## src/rtl/serdes_mode_pkg.sv

```systemverilog
package serdes_mode_pkg;
    typedef enum logic [1:0] {
        ST_PWRDN  = 2'd0,
        ST_EXTCLK = 2'd1,
        ST_REFCLK = 2'd2
    } ctl_state_t;
endpackage

```

## src/rtl/sync2.sv

```systemverilog
module sync2 #(
    parameter int W = 1
) (
    input  logic         clk,
    input  logic         rst_n,
    input  logic [W-1:0] d,
    output logic [W-1:0] q
);
    logic [W-1:0] meta;

    always_ff @(posedge clk or negedge rst_n) begin
        if (!rst_n) begin
            meta <= '0;
            q    <= '0;
        end else begin
            meta <= d;
            q    <= meta;
        end
    end
endmodule

```

## src/rtl/refclk_act_det.sv

```systemverilog
module refclk_act_det #(
    parameter int WINDOW  = 16,
    parameter int TOGGLES = 4
) (
    input  logic clk,
    input  logic rst_n,
    input  logic clr,
    input  logic ref_lvl,
    output logic act
);
    localparam int GW = (WINDOW > 1) ? $clog2(WINDOW) : 1;
    localparam int CW = $clog2(TOGGLES + 1);

    logic          ref_d;
    logic          tog;
    logic [GW-1:0] gap;
    logic [CW-1:0] cnt;

    assign tog = ref_lvl ^ ref_d;
    assign act = tog && (cnt == CW'(TOGGLES - 1));

    always_ff @(posedge clk or negedge rst_n) begin
        if (!rst_n) begin
            ref_d <= 1'b0;
            gap   <= '0;
            cnt   <= '0;
        end else begin
            ref_d <= ref_lvl;
            if (clr) begin
                gap <= '0;
                cnt <= '0;
            end else if (tog) begin
                gap <= '0;
                if (cnt < CW'(TOGGLES)) cnt <= cnt + 1'b1;
            end else if (gap == GW'(WINDOW - 1)) begin
                gap <= '0;
                cnt <= '0;
            end else begin
                gap <= gap + 1'b1;
            end
        end
    end

    // the toggle count never runs past its saturation value
    assert_cnt_bound_R10: assert property (@(posedge clk) disable iff (!rst_n)
        cnt <= CW'(TOGGLES));

    // a full silent window discards the toggles already counted
    assert_gap_clears_R10: assert property (@(posedge clk) disable iff (!rst_n)
        (!clr && !tog && gap == GW'(WINDOW - 1)) |=> (cnt == '0));
endmodule

```

## src/rtl/mode_fsm.sv

```systemverilog
module mode_fsm
    import serdes_mode_pkg::*;
(
    input  logic       clk,
    input  logic       rst_n,
    input  logic [1:0] mode_s,
    input  logic       dir_s,
    input  logic       act,
    output logic       clr_det,
    output logic       ser_en,
    output logic       des_en,
    output logic       par_oe,
    output logic       ser_oe,
    output logic       wclk_hi,
    output logic       clk_src_ref,
    output logic       div2,
    output logic [1:0] range_sel
);
    ctl_state_t state, state_nx;
    logic [1:0] mode_q;
    logic       dir_q;

    always_comb begin
        state_nx = state;
        unique case (state)
            ST_PWRDN:  if (mode_s != 2'b00) state_nx = ST_EXTCLK;
            ST_EXTCLK: if (mode_s == 2'b00) state_nx = ST_PWRDN;
                       else if (act)        state_nx = ST_REFCLK;
            ST_REFCLK: if (mode_s == 2'b00) state_nx = ST_PWRDN;
            default:   state_nx = ST_PWRDN;
        endcase
    end

    always_ff @(posedge clk or negedge rst_n) begin
        if (!rst_n) begin
            state  <= ST_PWRDN;
            mode_q <= 2'b00;
            dir_q  <= 1'b0;
        end else begin
            state  <= state_nx;
            mode_q <= mode_s;
            dir_q  <= dir_s;
        end
    end

    always_comb begin
        clr_det     = 1'b0;
        ser_en      = 1'b0;
        des_en      = 1'b0;
        par_oe      = 1'b0;
        ser_oe      = 1'b0;
        wclk_hi     = 1'b0;
        clk_src_ref = 1'b0;
        div2        = 1'b0;
        range_sel   = 2'b00;
        unique case (state)
            ST_PWRDN: clr_det = 1'b1;
            ST_EXTCLK, ST_REFCLK: begin
                clk_src_ref = (state == ST_REFCLK);
                range_sel   = mode_q;
                div2        = (mode_q == 2'b11);
                ser_en      = dir_q;
                wclk_hi     = dir_q;
                des_en      = !dir_q;
                par_oe      = !dir_q;
                ser_oe      = dir_q || (state == ST_REFCLK);
            end
            default: clr_det = 1'b1;
        endcase
    end

    // power-down releases every driver
    assert_pwrdn_quiet_R1: assert property (@(posedge clk) disable iff (!rst_n)
        (mode_q == 2'b00) |-> !(ser_en || des_en || par_oe || ser_oe || clk_src_ref || div2));

    // parallel drivers and serializer capture are never both on
    assert_no_contention_R4: assert property (@(posedge clk) disable iff (!rst_n)
        !(par_oe && ser_en));

    // the reference-clock choice holds until a power-down code arrives
    assert_sticky_src_R7: assert property (@(posedge clk) disable iff (!rst_n)
        (clk_src_ref && mode_s != 2'b00) |=> clk_src_ref);

    // the reference clock is chosen only on detected activity
    assert_src_needs_act_R6: assert property (@(posedge clk) disable iff (!rst_n)
        $rose(clk_src_ref) |-> $past(act));

    // divide-by-two only while running
    assert_div2_active_R5: assert property (@(posedge clk) disable iff (!rst_n)
        div2 |-> (range_sel == 2'b11));
endmodule

```

## src/rtl/serdes_mode_ctrl.sv

```systemverilog
module serdes_mode_ctrl #(
    parameter int WINDOW  = 16,
    parameter int TOGGLES = 4
) (
    input  logic       clk,
    input  logic       rst_n,
    input  logic [1:0] mode_sel,
    input  logic       dir_in,
    input  logic       refclk_in,
    output logic       dir_out,
    output logic       ser_en,
    output logic       des_en,
    output logic       par_oe,
    output logic       ser_oe,
    output logic       wclk_hi,
    output logic       clk_src_ref,
    output logic       div2,
    output logic [1:0] range_sel
);
    logic [2:0] ctl_s;
    logic       ref_s;
    logic       act;
    logic       clr_det;

    assign dir_out = !dir_in;

    sync2 #(.W(3)) u_ctl_sync (
        .clk(clk), .rst_n(rst_n), .d({mode_sel, dir_in}), .q(ctl_s)
    );

    sync2 #(.W(1)) u_ref_sync (
        .clk(clk), .rst_n(rst_n), .d(refclk_in), .q(ref_s)
    );

    refclk_act_det #(.WINDOW(WINDOW), .TOGGLES(TOGGLES)) u_det (
        .clk(clk), .rst_n(rst_n), .clr(clr_det), .ref_lvl(ref_s), .act(act)
    );

    mode_fsm u_fsm (
        .clk(clk), .rst_n(rst_n), .mode_s(ctl_s[2:1]), .dir_s(ctl_s[0]),
        .act(act), .clr_det(clr_det), .ser_en(ser_en), .des_en(des_en),
        .par_oe(par_oe), .ser_oe(ser_oe), .wclk_hi(wclk_hi),
        .clk_src_ref(clk_src_ref), .div2(div2), .range_sel(range_sel)
    );

    // the direction output is the inverse of the input at every edge
    assert_dir_inv_R2: assert property (@(posedge clk) disable iff (!rst_n)
        dir_out != dir_in);
endmodule

```

## config.mk

```make
export PLATFORM = sky130hd
export DESIGN_NAME = serdes_mode_ctrl
export DESIGN_NICKNAME = d
export VERILOG_FILES = /design/src/rtl/serdes_mode_pkg.sv /design/src/rtl/sync2.sv /design/src/rtl/refclk_act_det.sv /design/src/rtl/mode_fsm.sv /design/src/rtl/serdes_mode_ctrl.sv
export SDC_FILE = /design/constraint.sdc
export NUM_CORES = 1
export LEC_CHECK = 0
export ABC_AREA = 0
export BUFFER_PORTS_ARGS = -buffer_cell sky130_fd_sc_hd__buf_4
export CELL_PAD_IN_SITES_DETAIL_PLACEMENT = 1
export CELL_PAD_IN_SITES_GLOBAL_PLACEMENT = 1
export CORE_UTILIZATION = 48
export CTS_BUF_LIST = sky130_fd_sc_hd__clkbuf_8
export DETAILED_ROUTE_END_ITERATION = 10
export GPL_TIMING_DRIVEN = 1
export PLACE_DENSITY_LB_ADDON = 0.1
export SYNTH_ARGS = -nofsm -noshare
export SYNTH_HDL_FRONTEND = slang
export SYNTH_HIERARCHICAL = 1
export SYNTH_SLANG_ARGS = --single-unit
```

## constraint.sdc

```tcl
create_clock -name clk -period 4.3 [get_ports clk]
set_clock_uncertainty 0.05 [all_clocks]
set_input_delay 0.86 -clock clk [delete_from_list [all_inputs] [get_ports clk]]
set_output_delay 0.86 -clock clk [all_outputs]
set_load 0.02 [all_outputs]
```

After elaboration in Yosys (flattened, before gate mapping)
Cells that the tools add are included.
{ "classes": {"div": 0, "n_reduce_logical": 10, "add_sub_neg": 2, "eq_ne": 10, "n_bitwise": 1, "mux": 18, "shift": 0, "multipliers": 0, "n_lt_le_gt_ge": 1} }
{ "op_table": {"columns": ["op", "n"], "rows": [
  ["3-bit 2-to-1 mux", 4],
  ["4-bit 2-to-1 mux", 3],
  ["2-bit 2-to-1 mux", 5],
  ["3-bit != test (second input constant)", 2],
  ["2-bit one-hot mux with 3 select lines", 1],
  ["1-bit 2-to-1 mux", 5],
  ["4-bit by 1-bit adder with 4-bit output (second input constant)", 1],
  ["2-bit == test (second input constant)", 2],
  ["4-bit == test (second input constant)", 1],
  ["2-bit logical NOT", 2],
  ["2-bit by 1-bit != test with 1-bit output (second input constant)", 2],
  ["3-bit by 1-bit adder with 3-bit output (second input constant)", 1],
  ["3-bit by 2-bit == test with 1-bit output (second input constant)", 1],
  ["3-bit < comparator (second input constant)", 1],
  ["3-bit by 2-bit != test with 1-bit output (second input constant)", 1],
  ["3-bit AND reduction", 1],
  ["2-bit by 1-bit == test with 1-bit output (second input constant)", 1],
  ["1-bit logical NOT", 2],
  ["2-bit AND reduction", 1],
  ["2-bit nonzero test", 1],
  ["2-bit OR reduction", 1],
  ["1-bit logical AND", 1],
  ["1-bit logical OR", 1],
  ["1-bit XOR", 1]
]} }
{ "totals": {"wordCells": 52, "mem_count": 0, "latchBits": 0, "mem_bits_rw": 0, "rom_bits": 0, "out_inout_bits": 10, "register_bits": 21} }

Depth between registers and ports, before layout
{ "depth": {"word_depth": 5, "ltp_mapped": 6, "depth_no_buf": 6} }

Hierarchy
Netlist, hierarchy kept.
{ "modules_own_cells": {"columns": ["module", "cells_per_inst", "seq_area_each_um2", "area_per_inst_um2", "n_inst"], "rows": [
  ["refclk_act_det", 38, 200.2, 391.6, 1],
  ["mode_fsm", 32, 125.1, 310.3, 1],
  ["sync2 at u_ctl_sync", 6, 150.1, 150.1, 1],
  ["sync2 at u_ref_sync", 2, 50.0, 50.0, 1],
  ["serdes_mode_ctrl", 1, 0.0, 3.8, 1]
]} }

Worst setup path after synthesis
OpenSTA, ideal clock, no wires.
{ "synth_timing": {"path_type": "register to output", "startpoint": "reg u_fsm.state[1]", "endpoint": "out par_oe", "required_ns": 3.390, "setup_slack_ns": 1.985, "path_buffers": 1, "t_arrival_ns": 1.405, "stages_incl_launch_ff": 6, "cell_sequence": "dfrtp_1 -> inv_1 -> ha_1 -> inv_1 -> nor2_1 -> buf_4"} }
{ "synth_between": {"elab_chain_cells": 3, "elab_cells_between_ends": 4, "classes_between": "eq/ne (2); mux (1); reduce/logical (1)"} }
{ "synth_lines": {"columns": ["item", "line", "rtl"], "rows": [
  ["start: declaration", "mode_fsm.sv:19", "ctl_state_t state, state_nx;"],
  ["start signal: assignment", "mode_fsm.sv:40", "state <= state_nx;"],
  ["2-bit by 1-bit == test with 1-bit output / 2-bit == test (equally long branches)", null, null],
  ["2-bit OR reduction (*)", null, null],
  ["1-bit 2-to-1 mux (*)", null, null],
  ["end: declaration", "serdes_mode_ctrl.sv:13", "output logic par_oe,"]
]} }
Every way passes the cells marked *; elsewhere a longest branch is shown, timed or not.

Final worst setup path
{ "layout_timing": {"startpoint": "reg u_fsm.state[1]", "endpoint": "out par_oe"} }
{ "layout_between": {"elab_chain_cells": 3, "elab_cells_between_ends": 4, "classes_between": "eq/ne (2); mux (1); reduce/logical (1)"} }
{ "layout_lines": {"columns": ["item", "line", "rtl"], "rows": [
  ["2-bit by 1-bit == test with 1-bit output / 2-bit == test (equally long branches)", "mode_fsm.sv:56", "unique case (state)"],
  ["2-bit OR reduction (*)", "mode_fsm.sv:56", null],
  ["1-bit 2-to-1 mux (*)", "mode_fsm.sv:56", null]
]} }
Marks and branches as above.

==> metrics.yaml <==
setup_violations: 0
placed_area_um2: 1030
grt_max_degree: 22
slew_headroom_pct: 72.7
synthesis.nets: 93
antenna_found_initial: 0
arrival_ns: 1.58
rows: 15
hp-class: "register to register"
start_kind: "register"
internal_power_mw: 0.370
cts_max_path_buffers: 2
drtIter0Drc: 6
port_buffers: 15
cts_setup_buffers: 0
clk_latency_ns: 0.26
avgViaCountPerCell: 5.23
cts_max_level: 1
tns_ns: 0
p_clk_share_pct: 22.4
drive_gt1_share_pct: 19.8
pin_count: 16
wl_mm: 1.87
power.density_nw_per_um2: 529
syn-cell-area_um2: 906
cts-root-buf: "clkbuf_8"
numCtsBuffers: 3
finalHoldViolCount: 0
final_area_um2: 1080
irDropWorstVdd_v: 0.000400
p_comb_share_pct: 33.9
stdcell_count: 121
synthCells: 79
cts_tree: "yes"
critPathRequiredTime_ns: 3.39
hpwlAfterDp_mm: 1.48
die_h_um: 45.4
fin_nets: 111
outcome: "finished clean"
finalMaxSlewViolations: 0
path_max_fanout: 6
pwr-share-seq_pct: 43.6
yosysUniqueCellTypes: 21
grt_pass1_vias: 675
tightest_slew_ns: 0.409
switching_power_mw: 0.201
min_period_ns: 2.49
seq_area_frac_synth_pct: 58.0
rsz0062_at_grt: "false"
dr.pass1.iters: 4
max_freq_mhz: 402
cts_sinks: 21
path_class: "register to output pin"
rrSetupSlack_ns: 2.48
cts_hold_buf: 0
initial_core_util_pct: 51.9
drc: 0
grt_pass1_wl_mm: 2.90
final.period_utilization_pct: 57.9
ys_ff_latch: 21
postSynthAreaPerCell_um2: 11.5
cts.clk_slew.worst_paths_ns: 0.07
route.detailed.wl_per_inst_um: 15.4
power.total_mw: 0.572
synthToLayoutAreaGrowth_pct: 19.3
dieArea_um2: 2060
num_vias: 633
die_x_um: 45.4
grtUsageTotal_pct: 20.4
drv_cap: 0
gp_congestion: 0.702
leakage_nw: 0.513
grt-ovfl-total: 0
cts_resized: 0
yosysWarningCount: 6
whs_ns: 0.302
insertedDiodeCount: 0
ant_nets: 0
swShare_pct: 35.2
core_area_um2: 1750
endpoint_kind: "output pin"
place_inst: 117
## critical path, cell delays in order, from the launching register on
cell and delay [ns]:
dfrtp_1 0.42, inv_1 0.10, ha_1 0.34, inv_1 0.12, nor2_1 0.17, buf_4 0.17
## final timing paths
kind                                               from                         end  depth (start not counted)
min reg2reg                u_ctl_sync/meta[2]$_DFF_PN0_   u_ctl_sync/q[2]$_DFF_PN0_                          0
max in group asynchronous                         rst_n   u_fsm/mode_q[1]$_DFF_PN0_                          1
max                          u_fsm/state[1]$_DFFE_PN0P_                      par_oe                          5
max reg2reg                      u_ref_sync/q$_DFF_PN0_  u_fsm/state[0]$_DFFE_PN0P_                          5
min in group asynchronous                         rst_n    u_det/cnt[0]$_DFFE_PN0P_                          1
min                        u_ctl_sync/meta[2]$_DFF_PN0_   u_ctl_sync/q[2]$_DFF_PN0_                          0
## placed cells by master, fill, tap and decap left out, types with 3 or more instances in the layout
| master | n |
|---|---|
| nor2_1 | 7 |
| inv_1 | 8 |
| dfrtp_1 | 21 |
| clkbuf_8 | 3 |
| ha_1 | 8 |
| and2_1 | 4 |
| buf_4 | 15 |
| nand3_1 | 7 |
| a21oi_1 | 4 |
## metal layers
metal	GRT usage (%)	wire, um	vias to the layer above
met1	24.1	712	320
met2	37.4	1090	14
met3	3.57	50	2
met5	0	0	-
li1	-	-	297
met4	5.45	13	0
## Yosys cell counts
cell type	count	area [um^2]
o21ai_0	1	5.00
mux2_1	1	11.3
nor3b_1	1	7.51
o21ai_1	1	5.00
or3_1	2	12.5
o31ai_1	2	15.0
nand2b_1	2	12.5
and2_1	4	25.0
ha_1	8	100
dfrtp_1	21	526
nor2_1	7	26.3
nor2b_1	1	6.26
and3_1	1	6.26
nand3_1	7	35.0
xnor2_1	2	17.5
nand4b_1	1	8.76
xor2_1	1	8.76
inv_1	8	30.0
a31oi_1	2	12.5
a21oi_1	4	20.0
buf_4	2	15.0
## state kept, by name, indices dropped and copies added, names as in the netlist
| register | count |
|---|---|
| u_fsm/dir_q | 1 |
| u_ref_sync/meta | 1 |
| u_ctl_sync/q | 3 |
| u_det/gap | 4 |
| u_ctl_sync/meta | 3 |
| u_ref_sync/q | 1 |
| u_det/ref_d | 1 |
| u_fsm/mode_q | 2 |
| u_det/cnt | 3 |
| u_fsm/state | 2 |
## final cells by class
cell class / count / area (um^2)
inverters: 8 / 30.0
clock inverters: 1 / 5.00
repair buffers: 15 / 113
multi-input cells: 48 / 335
clock buffers: 3 / 41.3
fillers: 191 / 664
well taps: 25 / 31.3
flip-flops and latches: 21 / 526
## power by group through the flow
stage               registers (mW)  clock network, mW  logic (mW)
global placement             0.251                  0       0.183
CTS                          0.250              0.130       0.197
global route                 0.254              0.135       0.212
detailed placement           0.254                  0       0.197
finish                       0.249              0.128       0.194
floorplan                    0.246                  0       0.131
## cells by family (layout without fill, tap and decap cells)
family	Yosys count	after routing	share of synthesized area (%)
buf+inv	10	27	4.97
xor+xnor	3	3	2.90
flops	21	21	58.0
simple gates	26	26	15.5
mux	1	1	1.24
fa+ha+maj	8	8	11.1
compound gates	10	10	6.35
## stage by stage
| step | worst slack (ns) | utilization [%] |
|---|---|---|
| after floorplan | 1.98 | - |
| after detailed placement | 2.08 | 59.3 |
| after global placement | 2.18 | 59.3 |
| after CTS | 1.79 | 61.9 |
| final | 1.81 | 61.9 |
| after global routing | 1.68 | 61.9 |
Note: power is estimated with default switching activity, not from simulation.
